`src/rtl/blt_pkg.sv`:
```
package blt_pkg;

    // Width of the programmable latency field
    localparam int FIELD_W    = 5;
    // Each field step is 2**UNIT_SHIFT bus clocks
    localparam int UNIT_SHIFT = 3;
    // Register and counter widths derived from the above
    localparam int REG_W      = FIELD_W + UNIT_SHIFT;
    localparam int CNT_W      = FIELD_W + UNIT_SHIFT;

    typedef logic [FIELD_W-1:0] lat_field_t;
    typedef logic [CNT_W-1:0]   lat_cnt_t;
    typedef logic [REG_W-1:0]   lat_reg_t;

    typedef enum logic [1:0] {
        TMR_IDLE    = 2'd0,
        TMR_COUNT   = 2'd1,
        TMR_EXPIRED = 2'd2
    } tmr_phase_t;

    typedef struct packed {
        logic     running;
        logic     expired;
        lat_cnt_t remaining;
    } tmr_status_t;

    // Convert the coarse field into a bus-clock count
    function automatic lat_cnt_t field_to_count(input lat_field_t f);
        return lat_cnt_t'(f) << UNIT_SHIFT;
    endfunction

    // Place the field in the register image, low bits reading zero
    function automatic lat_reg_t field_to_image(input lat_field_t f);
        return {f, {UNIT_SHIFT{1'b0}}};
    endfunction

    // Extract the field from write data
    function automatic lat_field_t image_to_field(input lat_reg_t d);
        return d[REG_W-1:UNIT_SHIFT];
    endfunction

endpackage

```
`src/rtl/blt_cfg_reg.sv`:
```
module blt_cfg_reg
    import blt_pkg::*;
(
    input  logic       clk,
    input  logic       rst,
    input  logic       wr_en,
    input  lat_reg_t   wr_data,
    output lat_reg_t   rd_data,
    output lat_field_t field
);

    lat_field_t field_q;

    always_ff @(posedge clk) begin
        if (rst) begin
            field_q <= '0;
        end else if (wr_en) begin
            field_q <= image_to_field(wr_data);
        end
    end

    assign field   = field_q;
    assign rd_data = field_to_image(field_q);

endmodule

```
`src/rtl/blt_countdown.sv`:
```
module blt_countdown
    import blt_pkg::*;
(
    input  logic        clk,
    input  logic        rst,
    input  logic        frame_i,
    input  lat_field_t  field,
    output tmr_status_t status
);

    tmr_phase_t phase_q, phase_d;
    lat_cnt_t   cnt_q, cnt_d;
    lat_cnt_t   load_val;

    assign load_val = field_to_count(field);

    always_comb begin
        phase_d = phase_q;
        cnt_d   = cnt_q;
        if (!frame_i) begin
            phase_d = TMR_IDLE;
            cnt_d   = '0;
        end else begin
            unique case (phase_q)
                TMR_IDLE: begin
                    cnt_d   = load_val;
                    phase_d = (load_val == '0) ? TMR_EXPIRED : TMR_COUNT;
                end
                TMR_COUNT: begin
                    cnt_d = cnt_q - lat_cnt_t'(1);
                    if (cnt_q == lat_cnt_t'(1)) begin
                        phase_d = TMR_EXPIRED;
                    end
                end
                TMR_EXPIRED: begin
                    cnt_d   = '0;
                    phase_d = TMR_EXPIRED;
                end
                default: begin
                    phase_d = TMR_IDLE;
                    cnt_d   = '0;
                end
            endcase
        end
    end

    always_ff @(posedge clk) begin
        if (rst) begin
            phase_q <= TMR_IDLE;
            cnt_q   <= '0;
        end else begin
            phase_q <= phase_d;
            cnt_q   <= cnt_d;
        end
    end

    always_comb begin
        status.running   = (phase_q != TMR_IDLE);
        status.expired   = (phase_q == TMR_EXPIRED);
        status.remaining = cnt_q;
    end

endmodule

```
`src/rtl/blt_stop_gen.sv`:
```
module blt_stop_gen
    import blt_pkg::*;
(
    input  logic        clk,
    input  logic        rst,
    input  tmr_status_t status,
    input  logic        frame_i,
    input  logic        grant_i,
    output logic        stop_o
);

    logic stop_q;

    always_ff @(posedge clk) begin
        if (rst) begin
            stop_q <= 1'b0;
        end else begin
            stop_q <= status.expired && frame_i && !grant_i;
        end
    end

    assign stop_o = stop_q;

endmodule

```
`src/rtl/burst_latency_timer.sv`:
```
module burst_latency_timer
    import blt_pkg::*;
(
    input  logic             clk,
    input  logic             rst,
    input  logic             reg_wr_en,
    input  logic [REG_W-1:0] reg_wr_data,
    output logic [REG_W-1:0] reg_rd_data,
    input  logic             frame_i,
    input  logic             grant_i,
    output logic             stop_o
);

    lat_field_t  field_w;
    tmr_status_t status_w;

    blt_cfg_reg u_cfg (
        .clk     (clk),
        .rst     (rst),
        .wr_en   (reg_wr_en),
        .wr_data (reg_wr_data),
        .rd_data (reg_rd_data),
        .field   (field_w)
    );

    blt_countdown u_cnt (
        .clk     (clk),
        .rst     (rst),
        .frame_i (frame_i),
        .field   (field_w),
        .status  (status_w)
    );

    blt_stop_gen u_stop (
        .clk     (clk),
        .rst     (rst),
        .status  (status_w),
        .frame_i (frame_i),
        .grant_i (grant_i),
        .stop_o  (stop_o)
    );

endmodule

```
`config.mk`:
```
export PLATFORM = sky130hd
export DESIGN_NAME = burst_latency_timer
export DESIGN_NICKNAME = d
export VERILOG_FILES = /design/src/rtl/blt_pkg.sv /design/src/rtl/blt_cfg_reg.sv /design/src/rtl/blt_countdown.sv /design/src/rtl/blt_stop_gen.sv /design/src/rtl/burst_latency_timer.sv
export SDC_FILE = /design/constraint.sdc
export NUM_CORES = 1
export LEC_CHECK = 0
export ABC_AREA = 1
export BUFFER_PORTS_ARGS = -buffer_cell sky130_fd_sc_hd__buf_2
export CAP_MARGIN = 20
export CORE_MARGIN = 2
export CORE_UTILIZATION = 55
export CTS_CLUSTER_DIAMETER = 40
export DETAILED_ROUTE_END_ITERATION = 10
export GPL_TIMING_DRIVEN = 0
export PLACE_DENSITY = 0.81
export SYNTH_ARGS = -nofsm -noshare
export SYNTH_HDL_FRONTEND = slang
export SYNTH_HIERARCHICAL = 1
export SYNTH_SLANG_ARGS = --single-unit
```
`constraint.sdc`:
```
create_clock -name clk -period 2.9 [get_ports clk]
set_input_delay 0 -clock clk [delete_from_list [all_inputs] [get_ports clk]]
set_output_delay 0 -clock clk [all_outputs]
set_load 0.03 [all_outputs]
```
==> results.txt, run 1 <==
----------------------------------------------------
[Status]
  Status ... finished, final reports clean

[Die]
  Placement Rows ... 15
  Die Footprint ... 2080 sq um
  Core ar. ... 1670 sq um
  Die Height ... 45.61 um
  Starting density of the core ... 0.5700
  Boundary pin count ... 22
  Horizontal die dimension ... 45.61 um

[Clock network]
  Post-CTS Setup Repair Bufs ... 0
  Buffer depth of the longest clock path ... 2
  Clock root buffer ... sky130_fd_sc_hd__clkbuf_4
  Hold-fix buffers, CTS ... 3
  Total number of H-tree levels ... 1
  Clock buffers created by TritonCTS ... 3
  Gates resized, CTS repair ... 0
  Clock input transition at the sequential cells of the worst setup and hold paths ... 0.09 ns
  Clock sinks ... 16
  Clock tree from TritonCTS ... yes
  Clock insertion delay at the later pin of the skew report ... 0.28 ns

[Route]
  Total Wirelength ... 1685 um
  Routed Antenna Nets ... 0
  WL/cell ... 9.466 um
  Iter 0 DRT Violations ... 17
  Routed vias ... 840
  Detailed-routing iteration count for the pre-antenna-repair pass ... 4
  Post-route DRC violation count ... 0
  Routed via count divided by cell count ... 4.719

[Worst setup path]
  Sort of element at the end of the critical path ... flip-flop
  Crit path launch type ... flip-flop
  Required time at the endpoint of the critical path ... 3.07 ns
  Critical path data arrival time ... 1.67 ns
  Largest fanout on the critical path ... 4
  Type of the setup path with the least slack ... reg2reg

[Placed design]
  Placer Congestion ... 0.8681
  Input/output buffers ... 14
  Placed Cells incl. Taps ... 172
  Post-detail-place hpwl ... 1323 um

[Global routing]
  First-pass GRT wire length ... 2794 um
  Initial antenna violation count ... 0
  GRT Total Usage ... 0.1897
  Via count of the first global-routing pass ... 724
  Overflow after GRT ... 0
  Largest net degree at the start of global routing ... 11

[STA]
  Maximum frequency from static timing analysis ... 666.0 MHz
  Worst clock skew ... 0.006487 ns
  Max-slew violation count ... 0
  Aggregate negative setup slack ... 0 ns
  Number of setup violations in the final report ... 0
  Crit path time final ... 1.502 ns
  Final hold violations ... 0
  RSZ-0062 raised after global routing ... false
  Share of the clock period used by the worst path ... 0.5178
  Worst hold slack across all endpoints ... 0.007483 ns

[Pwr]
  Total power divided by cell area ... 437.1 nW/um^2
  Tot Pwr ... 482.4 uW
  Total leakage power ... 0.5921 nW
  Worst ir drop on vdd ... 0.2766 mV

[Final layout]
  Fill cells ... 149
  Non-Filler Instances ... 178
  Multi-input logic area ... 460.4 sq um
  Fraction of layout instances using a drive strength above 1 ... 0.2422
  Storage cell area ... 320.3 sq um
  Layout-stage area growth over the synthesis result ... 15.90%
  Total number of nets in the final design ... 182
  Count of inserted antenna diode cells ... 0

[Yosys]
  Ys Warns ... 6
  Post-Syn Area ... 952.2 sq um
  Average cell area after synthesis ... 6.850 sq um
  Gate count of the mapped netlist ... 139

[Worst hold path]
  Hold/Removal Path Class ... in2reg

[Flow run]
  Number of maximum-capacitance constraint violations ... 0

----------------------------------------------------
## worst paths after layout
kind / startpoint / to / slack [ns] / depth (start not counted)
max: u_cnt/phase_q[0] / u_stop/stop_o / 1.40 / 5
min: reg_wr_data[7] / u_cfg/field[4] / 0.007 / 5
max reg2reg: u_cnt/phase_q[0] / u_stop/stop_o / 1.40 / 5
min reg2reg: u_cnt/cnt_q[0] / u_cnt/cnt_q[0] / 0.45 / 1
## metrics by stage
stage	setup WS (ns)	util	cell area, sq um
after floorplan	1.806	-	959.7
after global placement	1.735	0.6292	1051
after detailed placement	1.669	0.6292	1051
after CTS	1.435	0.6607	1104
after global routing	1.339	0.6607	1104
final	1.398	0.6607	1104
## per-layer routing
metal	vias up	wire (um)	global-route usage	share of wire
met3	4	79	0.02381	0.047
met4	0	34	0.1059	0.020
met2	27	851	0.3437	0.51
met1	350	719	0.2092	0.43
li1	459	-	-	-
met5	-	0	0	0
## critical path, stage by stage, from the launching register on
cell	delay, ns
sky130_fd_sc_hd__dfxtp_1	0.42
sky130_fd_sc_hd__inv_1	0.09
sky130_fd_sc_hd__ha_1	0.21
sky130_fd_sc_hd__nand2_1	0.08
sky130_fd_sc_hd__nor2_2	0.04
sky130_fd_sc_hd__dlygate4sd3_1	0.56
## state kept, by name, summed over array words and instances, names as in the netlist
register       cells
u_cfg/field        5
u_cnt/phase_q      2
u_stop/stop_o      1
u_cnt/cnt_q        8
## placed cells by master (no fill, tap or decap)
master / count
sky130_fd_sc_hd__a21oi_1: 6
sky130_fd_sc_hd__inv_2: 1
sky130_fd_sc_hd__nand2_1: 27
sky130_fd_sc_hd__dlygate4sd3_1: 3
sky130_fd_sc_hd__xor2_1: 1
sky130_fd_sc_hd__nand3_1: 12
sky130_fd_sc_hd__clkbuf_4: 3
sky130_fd_sc_hd__clkbuf_2: 1
sky130_fd_sc_hd__dfxtp_1: 16
sky130_fd_sc_hd__ha_1: 6
sky130_fd_sc_hd__buf_2: 15
sky130_fd_sc_hd__inv_1: 25
sky130_fd_sc_hd__buf_4: 8
sky130_fd_sc_hd__nand4_1: 1
sky130_fd_sc_hd__nor2_1: 18
sky130_fd_sc_hd__nor2_2: 3
sky130_fd_sc_hd__nor2_4: 1
sky130_fd_sc_hd__a21oi_2: 1
sky130_fd_sc_hd__nand3_2: 2
sky130_fd_sc_hd__o21ai_1: 1
sky130_fd_sc_hd__conb_1: 3
sky130_fd_sc_hd__nand2_2: 2
sky130_fd_sc_hd__o21ai_0: 3
sky130_fd_sc_hd__buf_6: 1
sky130_fd_sc_hd__o21ai_2: 1
## cell type report
cell class,instances,share of cell area
Inverter,26,0.08844
Clock buffer,3,0.02041
Multi-Input combinational cell,88,0.4172
Timing Repair Buffer,17,0.09070
Buffer,11,0.07370
Sequential cell,16,0.2902
Tap cell,17,0.01927
## power by group
part	switching, mW	leakage (nW)	internal, mW
Clock	0.0616	0.0138	0.0481
Sequential	0.0131	0.131	0.232
Combinational	0.0751	0.447	0.0522
(Power assumes the default switching activity.)
==> inputs of run 2 (changes only) <==
ABC_AREA = 0   (was 1)
CORE_UTILIZATION = 50   (was 55)
PLACE_DENSITY = 0.76   (was 0.81)
clock period = 1.55 ns   (was 2.9 ns; I/O delays follow)
==> run 2 against run 1 <==
  * The flow now finishes with violations (negative setup slack)
  * Synthesized cell count down 34%
  * Clock-buffer cell count is the same
  * Clock power increased by 90%
  * Combinational power up 87%
  * Non-clock buffer count increased by 8
  * Via count is 18% lower
  * Wire length is 2.3% lower
  * Final cell count decreased by 22%
  * Final area decreased by 1.7%
  * First-iteration DRC count down 41%
  * Area after synthesis is 11% lower
  * Hold slack gained 0.018 ns
==> results.txt, run 2 <==
----------------------------------------------------
[Status]
  Status ... complete, but fails checks (was finished, final reports clean)
  Violations in the final reports ... negative setup slack

[Final layout]
  Register with the most flip-flops ... u_cnt/cnt_q (unchanged)
  Count of inserted antenna diode cells ... 0 (unchanged)
  Fraction of layout instances using a drive strength above 1 ... 0.3033 (was 0.2422)
  Most used cells in the layout excluding fill and tap cells ... sky130_fd_sc_hd__buf_2 (14), sky130_fd_sc_hd__dfxtp_1 (14), sky130_fd_sc_hd__nor2_1 (12), sky130_fd_sc_hd__dlygate4sd3_1 (10), sky130_fd_sc_hd__buf_4 (9) (was sky130_fd_sc_hd__nand2_1 (27), sky130_fd_sc_hd__inv_1 (25), sky130_fd_sc_hd__nor2_1 (18), sky130_fd_sc_hd__dfxtp_1 (16), sky130_fd_sc_hd__buf_2 (15))
  Largest register FFs ... 8 (unchanged)
  Total number of nets in the final design ... 143 (was 182)
  Layout-stage area growth over the synthesis result ... 27.31% (was 15.90%)
  Non-Filler Instances ... 138 (was 178)

[Clock network]
  Clock tree from TritonCTS ... yes (unchanged)
  Clock sinks ... 16 (unchanged)
  Total number of H-tree levels ... 1 (unchanged)
  Clock input transition at the sequential cells of the worst setup and hold paths ... 0.09 ns (about the same)
  Clock insertion delay at the later pin of the skew report ... 0.29 ns (was 0.28 ns)
  Clock buffers created by TritonCTS ... 3 (unchanged)
  Buffer depth of the longest clock path ... 2 (unchanged)
  Clock root buffer ... sky130_fd_sc_hd__clkbuf_4 (unchanged)

[Die]
  Horizontal die dimension ... 45.28 um (was 45.61 um)
  Die Footprint ... 2050 sq um (was 2080 sq um)
  Placement Rows ... 14 (was 15)
  Boundary pin count ... 22 (unchanged)
  Die Height ... 45.28 um (was 45.61 um)
  Core ar. ... 1559 sq um (was 1670 sq um)
  Starting density of the core ... 0.5465 (was 0.5700)

[Worst setup path]
  Largest fanout on the critical path ... 2 (was 4)
  Required time at the endpoint of the critical path ... 1.78 ns (was 3.07 ns)
  Reg2reg path depth ... 4 (was 5)
  Worst r2r src ... u_cfg/field[1] (was u_cnt/phase_q[0])
  Maximum cell stage delay along the critical path ... 0.54 ns (was 0.56 ns)
  Setup slack of the most critical reg-to-reg path ... -0.06 ns (was 1.40 ns)
  Type of the setup path with the least slack ... reg2reg (unchanged)
  Crit path launch type ... flip-flop (unchanged)
  Cells along the critical path ... or4_4, o31ai_2, or3b_1, a21oi_2 (was inv_1, ha_1, nand2_1, nor2_2, dlygate4sd3_1)
  Critical Path Slowest Stage Cell ... sky130_fd_sc_hd__or4_4 (was sky130_fd_sc_hd__dlygate4sd3_1)
  Reg2reg end ... u_cnt/phase_q[1] (was u_stop/stop_o)
  Critical path data arrival time ... 1.84 ns (was 1.67 ns)
  Sort of element at the end of the critical path ... flip-flop (unchanged)

[Yosys]
  Average cell area after synthesis ... 9.262 sq um (was 6.850 sq um)
  Async set-reset flop share out of synthesis ... 0
  Ys flop type ... sky130_fd_sc_hd__dfxtp_1
  Count of flip-flops with a built-in enable after synthesis ... 0
  Gate count of the mapped netlist ... 92 (was 139)
  Sequential fraction of the synthesis area ... 0.3759
  Portion of synthesized cell area occupied by the leading cell type ... 0.3759
  Flop and latch count out of synthesis ... 16
  Unique masters post-synth ... 28
  Synth area leaders ... sky130_fd_sc_hd__dfxtp_1 (38%), sky130_fd_sc_hd__ha_1 (8.8%), sky130_fd_sc_hd__buf_4 (7.0%), sky130_fd_sc_hd__mux2i_1 (5.9%), sky130_fd_sc_hd__nor2_1 (5.3%)
  Cell with the most instances after synthesis ... sky130_fd_sc_hd__dfxtp_1
  Post-Syn Area ... 852.1 sq um (was 952.2 sq um)
  Top cells by count, synth ... sky130_fd_sc_hd__dfxtp_1 (16), sky130_fd_sc_hd__nor2_1 (12), sky130_fd_sc_hd__buf_4 (8), sky130_fd_sc_hd__inv_1 (7), sky130_fd_sc_hd__nand2_1 (7)
  Ys Warns ... 6 (unchanged)
  Cell type with the largest total area after synthesis ... sky130_fd_sc_hd__dfxtp_1

[Placed design]
  Post-detail-place hpwl ... 1163 um (was 1323 um)
  Placer Congestion ... 0.8023 (was 0.8681)
  Post-placement worst setup slack ... -0.06760 ns (was 1.669 ns)
  Input/output buffers ... 14 (unchanged)
  Placed Cells incl. Taps ... 124 (was 172)

[Worst hold path]
  Hold/Removal Path Class ... in2reg (unchanged)
  Number of cells traversed by the worst hold path ... 2 (was 5)
  Worst min-delay path endpoint ... u_stop/stop_o (was u_cfg/field[4])
  Hold wc startpoint ... frame_i (was reg_wr_data[7])

[STA]
  Maximum frequency from static timing analysis ... 620.8 MHz (was 666.0 MHz)
  Final hold violations ... 0 (unchanged)
  Worst hold slack across all endpoints ... 0.02512 ns (was 0.007483 ns)
  Number of setup violations in the final report ... 2 (was 0)
  RSZ-0062 raised after global routing ... true (was false)
  Worst clock skew ... 0.01299 ns (was 0.006487 ns)
  Setup WS post-layout ... -0.06082 ns (was 1.398 ns)
  Max-slew violation count ... 0 (unchanged)
  Share of the clock period used by the worst path ... 1.039 (was 0.5178)
  Crit path time final ... 1.611 ns (was 1.502 ns)
  Aggregate negative setup slack ... -0.06860 ns (was 0 ns)

[Global routing]
  First-pass GRT wire length ... 2753 um (was 2794 um)
  Initial antenna violation count ... 0 (unchanged)
  Largest net degree at the start of global routing ... 9 (was 11)
  Via count of the first global-routing pass ... 642 (was 724)
  GRT Total Usage ... 0.1906 (was 0.1897)
  Overflow after GRT ... 0 (unchanged)

[Pwr]
  Total power divided by cell area ... 832.0 nW/um^2 (was 437.1 nW/um^2)
  Worst ir drop on vdd ... 0.5587 mV (was 0.2766 mV)
  Total leakage power ... 0.5312 nW (was 0.5921 nW)

[Route]
  Detailed-routing iteration count for the pre-antenna-repair pass ... 4 (unchanged)
  Iter 0 DRT Violations ... 10 (was 17)
  Routed vias ... 686 (was 840)
  Post-route DRC violation count ... 0 (unchanged)
  Routed via count divided by cell count ... 4.971 (was 4.719)
  Total Wirelength ... 1647 um (was 1685 um)
  WL/cell ... 11.93 um (was 9.466 um)
  Routed Antenna Nets ... 0 (unchanged)

[Flow run]
  Number of maximum-capacitance constraint violations ... 0 (unchanged)

----------------------------------------------------
[run 2: per-stage QoR]
stage,power (mW),utilization,cell area [sq um]
after floorplan,0.6281,-,859.6
after global placement,0.6656,0.6091,949.7
after detailed placement,0.6726,0.6091,949.7
after CTS,0.9066,0.6942,1082
after global routing,0.9604,0.6958,1085
final,0.9025,0.6958,1085
[run 2: critical path: cells and delay by family (launching register included)]
family / cells / cell delay, ns
and+or+nand+nor: 2 / 0.92
DFF: 1 / 0.33
AOI/OAI and AO/OA: 2 / 0.30
[run 2: cell type report]
type | instances | area [sq um]
Fill cell | 125 | 474.2
Sequential cell | 16 | 322.8
Clock buffer | 3 | 22.52
Multi-Input combinational cell | 60 | 436.7
Tap cell | 16 | 20.02
Inverter | 7 | 26.28
Buffer | 11 | 78.83
Timing Repair Buffer | 25 | 177.7
[run 2: kinds of logic after synthesis]
family	count (synthesis)	share of synthesized area
buf+inv	18	0.1234
fa+ha+maj	6	0.08810
mux	5	0.05874
simple gates	31	0.2071
xor+xnor	5	0.05139
other cells	1	0.004401
compound gates	10	0.09104
flops	16	0.3759
[run 2: how the worst max path moves through the flow]
stage	from	end	slack, ns	cells past startpoint
final	u_cfg/field[1]	u_cnt/phase_q[1]	-0.06	4
after detailed placement	u_cfg/field[1]	u_cnt/phase_q[1]	-0.07	4
after global placement	u_cfg/field[1]	u_cnt/phase_q[1]	-0.04	4
after floorplan	u_cfg/field[1]	u_cnt/phase_q[1]	0.01	4
after CTS	u_cfg/field[1]	u_cnt/phase_q[1]	-0.06	4
after global routing	u_cfg/field[1]	u_cnt/phase_q[1]	-0.12	4
[run 2: power breakdown]
group,internal (mW),switching (mW)
Sequential,0.433,0.0236
Clock,0.0902,0.119
Combinational,0.121,0.116
[run 2: routing by layer]
layer / track usage / vias to the layer above / share of wire
li1: - / 351 / -
met1: 0.2138 / 321 / 0.44
met2: 0.3343 / 12 / 0.51
met3: 0.06000 / 2 / 0.041
met4: 0.07059 / 0 / 0.0055
met5: 0 / - / 0
[run 2: timing repair]
action,4_1_cts,5_1_grt
endpoints found under the hold margin,5,0
setup endpoints to repair,2,8
buffers inserted,1,0
gates resized for setup,2,1
hold buffers,10,0
==> inputs of run 3 (changes only) <==
CORE_UTILIZATION = 53   (was 50)
CTS_BUF_LIST = sky130_fd_sc_hd__clkbuf_4 sky130_fd_sc_hd__clkbuf_8   (was not set)
PLACE_DENSITY = 0.8   (was 0.76)
==> run 3 against run 2 <==
  * The run still ends with negative setup slack left
  * Clock skew down 0.013 ns
  * First-iteration DRC count up 100%
  * Flip-flop and latch count unchanged
  * Wire length up 5.0%
  * Combinational power up 6%
  * Non-clock buffer count down 1
  * Worst setup slack worse by 0.0047 ns
  * Sequential power about the same
  * Register-to-register slack about the same
==> results.txt, run 3 (same netlist as run 2, synthesis figures left out) <==
----------------------------------------------------
[Status]
  Status ... complete, but fails checks (unchanged)
  Violations in the final reports ... negative setup slack (unchanged)

[Global routing]
  GR met1 Demand/Resource ... 0.2583 (was 0.2138)
  GRT Total Usage ... 0.2168 (was 0.1906)
  Largest net degree at the start of global routing ... 9 (unchanged)
  M2 GR Usage ... 0.3618 (was 0.3343)
  Met3 usage ... 0.04490 (was 0.06000)
  Via count of the first global-routing pass ... 691 (was 642)
  Layer with the highest usage after global routing ... met2 (unchanged)
  Overflow after GRT ... 0 (unchanged)
  Initial antenna violation count ... 0 (unchanged)
  First-pass GRT wire length ... 3015 um (was 2753 um)

[STA]
  Worst clock skew ... 0.0004628 ns (was 0.01299 ns)
  RSZ-0062 raised after global routing ... true (unchanged)
  Max-slew violation count ... 0 (unchanged)
  Maximum frequency from static timing analysis ... 619.0 MHz (was 620.8 MHz)
  Setup WS post-layout ... -0.06548 ns (was -0.06082 ns)
  Number of setup violations in the final report ... 1 (was 2)
  Worst hold slack across all endpoints ... 0.01267 ns (was 0.02512 ns)
  Crit path time final ... 1.615 ns (was 1.611 ns)
  Share of the clock period used by the worst path ... 1.042 (was 1.039)
  Final hold violations ... 0 (unchanged)

[Final layout]
  Register with the most flip-flops ... u_cnt/cnt_q (unchanged)
  Largest register FFs ... 8 (unchanged)
  Layout-stage area growth over the synthesis result ... 28.34% (was 27.31%)
  Most frequent standard cell in the layout excluding fill and tap cells ... sky130_fd_sc_hd__buf_2
  Most used cells in the layout excluding fill and tap cells ... sky130_fd_sc_hd__buf_2 (14), sky130_fd_sc_hd__dfxtp_1 (13), sky130_fd_sc_hd__nor2_1 (12), sky130_fd_sc_hd__buf_4 (10), sky130_fd_sc_hd__dlygate4sd3_1 (9) (was sky130_fd_sc_hd__buf_2 (14), sky130_fd_sc_hd__dfxtp_1 (14), sky130_fd_sc_hd__nor2_1 (12), sky130_fd_sc_hd__dlygate4sd3_1 (10), sky130_fd_sc_hd__buf_4 (9))
  Total number of nets in the final design ... 142 (was 143)
  Non-Filler Instances ... 137 (was 138)
  Area of all placed cells without fillers ... 1094 sq um (was 1085 sq um)
  Fraction of layout instances using a drive strength above 1 ... 0.3388 (was 0.3033)
  Fill cells ... 109 (was 125)
  Count of inserted antenna diode cells ... 0 (unchanged)

[Die]
  Boundary pin count ... 22 (unchanged)
  Horizontal die dimension ... 44.10 um (was 45.28 um)
  Starting density of the core ... 0.5656 (was 0.5465)
  Core ar. ... 1506 sq um (was 1559 sq um)
  Die Footprint ... 1944 sq um (was 2050 sq um)
  Die Height ... 44.10 um (was 45.28 um)
  Placement Rows ... 14 (unchanged)

[Route]
  Detailed-routing iteration count for the pre-antenna-repair pass ... 4 (unchanged)
  Routed via count divided by cell count ... 5.000 (was 4.971)
  Post-route DRC violation count ... 0 (unchanged)
  Routed vias ... 685 (was 686)
  Total Wirelength ... 1729 um (was 1647 um)
  WL/cell ... 12.62 um (was 11.93 um)
  Routed Antenna Nets ... 0 (unchanged)
  Iter 0 DRT Violations ... 20 (was 10)

[Clock network]
  Total number of H-tree levels ... 1 (unchanged)
  Clock input transition at the sequential cells of the worst setup and hold paths ... 0.09 ns (about the same)
  Clock root buffer ... sky130_fd_sc_hd__clkbuf_4 (unchanged)
  Buffer depth of the longest clock path ... 2 (unchanged)
  Clock buffers created by TritonCTS ... 3 (unchanged)
  Clock sinks ... 16 (unchanged)
  Clock tree from TritonCTS ... yes (unchanged)
  Clock insertion delay at the later pin of the skew report ... 0.28 ns (was 0.29 ns)

[Worst setup path]
  Largest fanout on the critical path ... 2 (unchanged)
  Sort of element at the end of the critical path ... flip-flop (unchanged)
  Critical path data arrival time ... 1.84 ns (about the same)
  Worst r2r src ... u_cfg/field[1] (unchanged)
  Start point of the critical path ... u_cfg/field[1] (unchanged)
  Required time at the endpoint of the critical path ... 1.78 ns (about the same)
  Crit path launch type ... flip-flop (unchanged)
  Type of the setup path with the least slack ... reg2reg (unchanged)

[Worst hold path]
  Hold/Removal Path Class ... in2reg (unchanged)
  Hold wc startpoint ... reg_wr_en (was frame_i)

[Placed design]
  Input/output buffers ... 14 (unchanged)
  Post-detail-place hpwl ... 1175 um (was 1163 um)
  Post-detailed-placement cell area ... 949.7 sq um (unchanged)
  Placed Cells incl. Taps ... 124 (unchanged)
  Placer Congestion ... 0.7999 (was 0.8023)

[Pwr]
  Total leakage power ... 0.5345 nW (was 0.5312 nW)
  Total power divided by cell area ... 843.3 nW/um^2 (was 832.0 nW/um^2)
  Worst ir drop on vdd ... 0.7501 mV (was 0.5587 mV)

[Flow run]
  Number of maximum-capacitance constraint violations ... 0 (unchanged)

----------------------------------------------------
-- run 3: changes by cell type in the layout (fill, tap and decap cells not counted), sizes merged --
cell	before	now
clkbuf	5	4
dlygate4sd3	10	9
buf	24	25
-- run 3: metrics by stage --
step,TNS (ns),total power [mW],util,worst slack [ns]
6_report,-0.06548,0.9221,0.7259,-0.06548
5_1_grt,-0.2059,0.9675,0.7259,-0.1082
4_1_cts,-0.04183,0.9106,0.7193,-0.04183
3_5_place_dp,-0.06063,0.6720,0.6304,-0.06063
3_3_place_gp,-0.03377,0.6656,0.6304,-0.03377
2_1_floorplan,0,0.6281,-,0.01231
-- run 3: power breakdown --
part	switching, mW	internal (mW)	total [mW]	leakage (nW)
Combinational	0.120	0.131	0.251	0.389
Clock	0.125	0.0903	0.215	0.0138
Sequential	0.0234	0.433	0.456	0.132
Total	0.268	0.654	0.922	0.534
-- run 3: worst max-delay path, stage by stage (launching register included) --
cell	delay, ns
sky130_fd_sc_hd__dfxtp_2	0.33
sky130_fd_sc_hd__or4_4	0.55
sky130_fd_sc_hd__o31ai_4	0.17
sky130_fd_sc_hd__or3b_4	0.40
sky130_fd_sc_hd__a21oi_2	0.11
-- run 3: area by class of cell --
type / instances / area [sq um] / area share
Clock buffer: 3 / 22.52 / 0.02059
Timing Repair Buffer: 25 / 175.2 / 0.1602
Buffer: 10 / 75.07 / 0.06865
Multi-Input combinational cell: 60 / 450.4 / 0.4119
Sequential cell: 16 / 324.1 / 0.2963
Inverter: 7 / 26.28 / 0.02403
Tap cell: 16 / 20.02 / 0.01831
-- run 3: layer usage --
layer,vias to the layer above,wire length [um],part of all wire
li1,352,-,-
met1,315,753,0.44
met2,12,878,0.51
met3,6,50,0.029
met4,0,46,0.027
met5,-,0,0
-- run 3: timing repair --
item,4_1_cts,5_1_grt
setup buffers,2,0
hold buffers,9,0
hold endpoints to repair,5,0
endpoints found under the setup margin,2,5
gates resized for setup,4,3
-- run 3: worst paths after layout --
check | endpoint | slack, ns | depth (start not counted)
min | u_cfg/field[4] | 0.01 | 3
min reg2reg | u_cnt/cnt_q[0] | 0.46 | 1
max | u_cnt/phase_q[1] | -0.07 | 4
max reg2reg | u_cnt/phase_q[1] | -0.07 | 4
